`src/rtl/simd_mac_pkg.sv`:
```
package simd_mac_pkg;
    localparam int HALF_W  = 16;
    localparam int LANE_W  = 2 * HALF_W;
    localparam int N_LANES = 2;
    localparam int DATA_W  = N_LANES * LANE_W;
    localparam int STAT_W  = 2 * N_LANES;

    typedef enum logic [2:0] {
        OP_ADDV  = 3'd0,
        OP_ADDSV = 3'd1,
        OP_ADDH  = 3'd2,
        OP_CMPGT = 3'd3,
        OP_CMPEQ = 3'd4,
        OP_ADDS  = 3'd5,
        OP_MACV  = 3'd6,
        OP_LDACC = 3'd7
    } simd_op_e;

    typedef enum logic [1:0] {
        ST_IDLE  = 2'd0,
        ST_EXEC  = 2'd1,
        ST_CHAIN = 2'd2
    } simd_st_e;
endpackage

```
`src/rtl/simd_lane_add.sv`:
```
module simd_lane_add #(
    parameter int W = 32
) (
    input  logic [W-1:0] a,
    input  logic [W-1:0] b,
    output logic [W-1:0] sum_wrap,
    output logic [W-1:0] sum_sat,
    output logic [W-1:0] sum_half,
    output logic         ovf,
    output logic         gt,
    output logic         eq
);
    localparam int H = W / 2;

    logic [W:0] ext_sum;

    assign ext_sum  = {a[W-1], a} + {b[W-1], b};
    assign sum_wrap = ext_sum[W-1:0];
    assign ovf      = ext_sum[W] ^ ext_sum[W-1];

    // clamp direction follows the operand sign, which both operands share on overflow
    assign sum_sat  = !ovf    ? ext_sum[W-1:0] :
                      a[W-1]  ? {1'b1, {(W-1){1'b0}}} :
                                {1'b0, {(W-1){1'b1}}};

    assign sum_half = {a[W-1:H] + b[W-1:H], a[H-1:0] + b[H-1:0]};
    assign gt       = $signed(a) > $signed(b);
    assign eq       = (a == b);
endmodule

```
`src/rtl/simd_lane_mac.sv`:
```
module simd_lane_mac #(
    parameter int H = 16
) (
    input  logic [H-1:0]   a,
    input  logic [H-1:0]   b,
    input  logic [2*H-1:0] acc,
    output logic [2*H-1:0] acc_next
);
    logic [2*H-1:0] a_ext;
    logic [2*H-1:0] b_ext;
    logic [2*H-1:0] prod;

    assign a_ext    = {{H{a[H-1]}}, a};
    assign b_ext    = {{H{b[H-1]}}, b};
    assign prod     = a_ext * b_ext;
    assign acc_next = acc + prod;
endmodule

```
`src/rtl/simd_mac_unit.sv`:
```
module simd_mac_unit
    import simd_mac_pkg::*;
(
    input  logic              clk,
    input  logic              rst_n,
    input  logic              in_valid,
    input  logic [2:0]        in_op,
    input  logic [DATA_W-1:0] op_a,
    input  logic [DATA_W-1:0] op_b,
    input  logic              stat_wr,
    input  logic [STAT_W-1:0] stat_wdata,
    output logic              out_valid,
    output logic [DATA_W-1:0] out_result,
    output logic [3:0]        cmp_flags,
    output logic [STAT_W-1:0] status
);
    simd_op_e          op;
    simd_st_e          st_q, st_d;

    logic [DATA_W-1:0] acc_q;
    logic [DATA_W-1:0] lane_wrap, lane_sat, lane_half, mac_acc;
    logic [N_LANES-1:0] lane_ovf, lane_gt, lane_eq;

    logic [DATA_W-1:0] res_d, acc_d;
    logic [3:0]        flags_d;
    logic [STAT_W-1:0] stat_set;
    logic              upd_res, upd_acc, upd_flags;

    assign op = simd_op_e'(in_op);

    for (genvar g = 0; g < N_LANES; g++) begin : g_lane
        simd_lane_add #(.W(LANE_W)) u_add (
            .a        (op_a[g*LANE_W +: LANE_W]),
            .b        (op_b[g*LANE_W +: LANE_W]),
            .sum_wrap (lane_wrap[g*LANE_W +: LANE_W]),
            .sum_sat  (lane_sat[g*LANE_W +: LANE_W]),
            .sum_half (lane_half[g*LANE_W +: LANE_W]),
            .ovf      (lane_ovf[g]),
            .gt       (lane_gt[g]),
            .eq       (lane_eq[g])
        );
        simd_lane_mac #(.H(HALF_W)) u_mac (
            .a        (op_a[g*LANE_W +: HALF_W]),
            .b        (op_b[g*LANE_W +: HALF_W]),
            .acc      (acc_q[g*LANE_W +: LANE_W]),
            .acc_next (mac_acc[g*LANE_W +: LANE_W])
        );
    end

    // operation select: what each opcode writes and which sticky bits it raises
    always_comb begin
        res_d     = out_result;
        acc_d     = acc_q;
        flags_d   = cmp_flags;
        stat_set  = '0;
        upd_res   = 1'b0;
        upd_acc   = 1'b0;
        upd_flags = 1'b0;
        unique case (op)
            OP_ADDV: begin
                res_d          = lane_wrap;
                upd_res        = 1'b1;
                stat_set[3:2]  = lane_ovf;
            end
            OP_ADDSV: begin
                res_d          = lane_sat;
                upd_res        = 1'b1;
                stat_set[1:0]  = lane_ovf;
            end
            OP_ADDH: begin
                res_d          = lane_half;
                upd_res        = 1'b1;
            end
            OP_CMPGT: begin
                flags_d   = {lane_gt[1], lane_gt[0], |lane_gt, &lane_gt};
                upd_flags = 1'b1;
            end
            OP_CMPEQ: begin
                flags_d   = {lane_eq[1], lane_eq[0], |lane_eq, &lane_eq};
                upd_flags = 1'b1;
            end
            OP_ADDS: begin
                res_d       = {op_a[DATA_W-1:LANE_W], lane_wrap[LANE_W-1:0]};
                upd_res     = 1'b1;
                stat_set[2] = lane_ovf[0];
            end
            OP_MACV: begin
                res_d   = mac_acc;
                acc_d   = mac_acc;
                upd_res = 1'b1;
                upd_acc = 1'b1;
            end
            OP_LDACC: begin
                res_d   = op_a;
                acc_d   = op_a;
                upd_res = 1'b1;
                upd_acc = 1'b1;
            end
        endcase
    end

    // next-state of the retire tracker
    always_comb begin
        if (!in_valid)           st_d = ST_IDLE;
        else if (op == OP_MACV)  st_d = ST_CHAIN;
        else                     st_d = ST_EXEC;
    end

    always_ff @(posedge clk or negedge rst_n) begin
        if (!rst_n) st_q <= ST_IDLE;
        else        st_q <= st_d;
    end

    // outputs and architectural state
    always_ff @(posedge clk or negedge rst_n) begin
        if (!rst_n) begin
            out_result <= '0;
            acc_q      <= '0;
            cmp_flags  <= '0;
            status     <= '0;
        end else begin
            if (in_valid && upd_res)   out_result <= res_d;
            if (in_valid && upd_acc)   acc_q      <= acc_d;
            if (in_valid && upd_flags) cmp_flags  <= flags_d;
            status <= (stat_wr ? (status & stat_wdata) : status)
                      | (in_valid ? stat_set : '0);
        end
    end

    always_comb begin
        unique case (st_q)
            ST_IDLE:  out_valid = 1'b0;
            ST_EXEC:  out_valid = 1'b1;
            ST_CHAIN: out_valid = 1'b1;
            default:  out_valid = 1'b0;
        endcase
    end
endmodule

```
`config.mk`:
```
export PLATFORM = sky130hd
export DESIGN_NAME = simd_mac_unit
export DESIGN_NICKNAME = d
export VERILOG_FILES = /design/src/rtl/simd_mac_pkg.sv /design/src/rtl/simd_lane_add.sv /design/src/rtl/simd_lane_mac.sv /design/src/rtl/simd_mac_unit.sv
export SDC_FILE = /design/constraint.sdc
export NUM_CORES = 2
export LEC_CHECK = 0
export ABC_AREA = 1
export BUFFER_PORTS_ARGS = -buffer_cell sky130_fd_sc_hd__buf_2
export CORE_MARGIN = 2
export CORE_UTILIZATION = 55
export DETAILED_ROUTE_END_ITERATION = 8
export PLACE_DENSITY = 0.77
export SLEW_MARGIN = 20
export SYNTH_ARGS = -nofsm -noshare
export SYNTH_HDL_FRONTEND = slang
export SYNTH_SLANG_ARGS = --single-unit
```
`constraint.sdc`:
```
create_clock -name clk -period 6.2 [get_ports clk]
set_input_delay 1.24 -clock clk [delete_from_list [all_inputs] [get_ports clk]]
set_output_delay 1.24 -clock clk [all_outputs]
set_load 0.02 [all_outputs]
```
==> Flow_metrics.wiki <==
{| class="wikitable"
! Metric !! Value
|-
| Initial antenna violation count || 4
|-
| Number of nets in the synthesized netlist || 6,412
|-
| Xor and xnor fraction of the mapped netlist area || under 10%
|-
| Number of top-level pins || 212
|-
| Post-placement setup slack || -1.04 ns
|-
| Clock Tree Root || clkbuf_16
|-
| Main combinational cell family by area after synthesis || adder cells
|-
| Remaining max-slew budget at the tightest pin || ~30%
|-
| Count of state elements after synthesis || 138
|-
| Largest net degree at the start of global routing || 81
|-
| H-Tree Depth || 4
|-
| Die H || about 270 microns
|-
| Yosys warning count || 0
|-
| Number of sinks driven by the clock tree || between 100 and 150
|-
| Share of synthesized cell area in and, or, nand and nor gates || 22.3%
|-
| Number of buffers on the longest clock path || 2
|-
| Period Utilization, post-route || 104%
|-
| Average detailed-routed wire length per instance || around 22 microns
|-
| Num rows || 96
|-
| Hold Vio Cnt, Final || 0
|-
| Clock slew at reported path FFs || 0.06 ns
|-
| Via count of the first global-routing pass || about 38k
|-
| Final setup margin || -0.234 ns
|-
| CP max FO || 8
|-
| Violated checks || negative setup slack
|-
| Part of the Yosys area used for sequential elements || under 10%
|-
| Initial cell density of the core || between 50% and 60%
|-
| Required time of the worst setup path || between 6 and 7 ns
|-
| Remaining Overflow, GRT || 0
|-
| Total Nets Final || between 7k and 8k
|-
| Shortest period the worst path allows || 6.43 ns
|-
| DRC || 0
|-
| Post-synthesis share of cell area spent on full adders, half adders and majority gates || around two fifths
|-
| Number of nets still failing antenna checks after routing || 0
|-
| Post-synth cell types || 55
|-
| Syn Std Cell Area || 38,000 sq um
|-
| Fmax achieved || 0.155 GHz
|-
| Kind of launch point of the worst setup path || input port
|-
| Leading cell type in the layout, fill and taps excluded || nand2_1
|-
| Number of enable-type register cells in the synthesized netlist || 0
|-
| Path category of the worst min-delay check || reg2reg
|-
| Total CTS buffers || 17
|-
| Tightest Pin Transition || between 1 and 1.5 ns
|-
| Post-route clock skew || 0.0206 ns
|-
| CTS tree || done
|-
| Most used cells in the layout excluding fill and tap cells || 1,253 x nand2_1, 1,177 x inv_1, 545 x fa_1
|-
| Max-cap viol count || 0
|-
| First-pass GRT wire length || around 210,000 microns
|-
| Mux cell area share after synthesis || 0%
|-
| Routability-driven placement congestion ratio || around 1.0
|-
| Area of the placeable core || 68,500 sq um
|-
| Compound-gate portion of the synthesized area || about 8.6%
|-
| Cell family with most CP delay || adder cells
|-
| Critical path endpoint category || flip-flop
|-
| DR iter-0 viols || around 4.5k
|-
| Die Outline Area || a little over 70,000 sq um
|-
| Overall Global Routing Usage || a little under 40%
|-
| Status || finished, violations left
|-
| Overall die width || approximately 270 microns
|-
| Share of synthesized flip-flops with an asynchronous set or reset || 100%
|-
| Worst Path Buf+Inv || 10
|-
| Critical-path top delay cell || fa_1
|-
| Classification of the worst setup path || in2reg
|-
| Buffers added on ports || 211
|-
| Cell count after synthesis || 5,359
|-
| Arrival time reported for the critical path endpoint || 6.85 ns
|-
| Final count of negative-setup-slack endpoints || 36
|-
| Detailed-route vias per instance || between 5 and 6
|-
| Setup repair after global routing missed its margin || yes
|-
| Max-slew violation count || 0
|-
| First-pass iteration count of the detailed router || 6
|-
| Top cell by count, worst path || fa_1
|-
| Layout overhead on the synthesized area || 27.4%
|-
| Average size of a mapped cell || 7.09 sq um
|-
| Via count || slightly below 40k
|-
| Routed wire length || between 100,000 and 150,000 microns
|-
| Primary FF master, synth || dfrtp_1
|-
| Clock insertion delay at the later pin of the skew report || slightly below 0.5 ns
|-
| Proportion of layout cells with a drive suffix above 1 || ~25%
|-
| DP Wirelength || ~110,000 microns
|-
| Largest stage delay on the critical path || ~0.56 ns
|}
## layout make-up
| class | count | area, sq um |
|---|---|---|
| inverter | 1321 | 5000 |
| timing repair buffer | 794 | 6580 |
| clock inverter | 12 | 141 |
| multi-input combinational | 3680 | 31700 |
| fill | 5217 | 20000 |
| antenna | 1 | 2.50 |
| clock buffer | 20 | 447 |
| tap | 882 | 1100 |
| sequential | 138 | 3450 |
## worst paths after layout
check                             start             end  slack [ns]  depth (start not counted)
min reg2reg                cmp_flags[3]    cmp_flags[3]        0.48                          2
max in group asynchronous         rst_n  out_result[39]        4.23                          2
min                        cmp_flags[3]    cmp_flags[3]        0.48                          2
max reg2reg                   acc_q[47]  out_result[57]        1.03                         22
max                            op_b[38]  out_result[52]       -0.23                         27
min in group asynchronous         rst_n  out_result[19]        0.83                          1
## registers in the layout, summed over array words and instances (netlist names)
register and count:
status 4, st_q 2, out_result 64, cmp_flags 4
acc_q 64
## per-stage QoR
stage          instance area [sq um]  cells  hold slack [ns]  util [%]  TNS (ns)
5_1_grt                        48400   6847            0.494      70.7     -9.74
3_3_place_gp                   43700   6709            0.459      63.8    -45.66
6_report                       48400   6848            0.480      70.7     -3.17
2_1_floorplan                  39300   5359            0.455         -     -1.29
4_1_cts                        45500   6780            0.482      66.4   -0.0503
3_5_place_dp                   43700   6709            0.460      63.8    -49.62
## synth_stat cells, types with 20 or more instances
| cell | count | area share, % |
|---|---|---|
| nand2_1 | 1397 | 14 |
| inv_1 | 1300 | 13 |
| fa_1 | 588 | 31 |
| ha_1 | 326 | 11 |
| nor2_1 | 285 | 2.8 |
| a21oi_1 | 247 | 3.3 |
| nand3_1 | 235 | 3.1 |
| o21ai_0 | 201 | 2.6 |
| clkbuf_1 | 162 | 1.6 |
| dfrtp_1 | 138 | 9.1 |
| xor2_1 | 74 | 1.7 |
| nor3_1 | 43 | 0.57 |
| xnor2_1 | 39 | 0.90 |
| buf_2 | 30 | 0.39 |
| o21bai_1 | 24 | 0.47 |
| or2_2 | 24 | 0.39 |
| o211ai_1 | 22 | 0.43 |
| nand2_2 | 20 | 0.33 |
## worst min-delay path, stage by stage, from the launching register on
cell and delay, ns:
dfrtp_1 0.34, nand2_1 0.05, nand2_1 0.06
## cells by family after synthesis
kind of cell	count (synthesis)
xor+xnor	113
flops	138
fa+ha+maj	914
simple gates	2074
buf+inv	1541
compound gates	579
## layer usage
layer	global-route usage, %	wire length, microns	vias to the layer above
li1	-	-	17100
met1	56.4	57800	18800
met2	58.2	63300	2517
met3	10.5	19500	472
met4	13.8	6880	6
met5	0	37	-
## timing repair
action,in CTS,in global routing
setup buffers,39,70
cloned,2,4
gates resized for setup,246,668
setup endpoints to repair,59,89
pin swaps,104,315
hold buffers,0,0
Power is not shown: default switching activity piles up to over one toggle a cycle in this logic, so the estimate is an artifact.
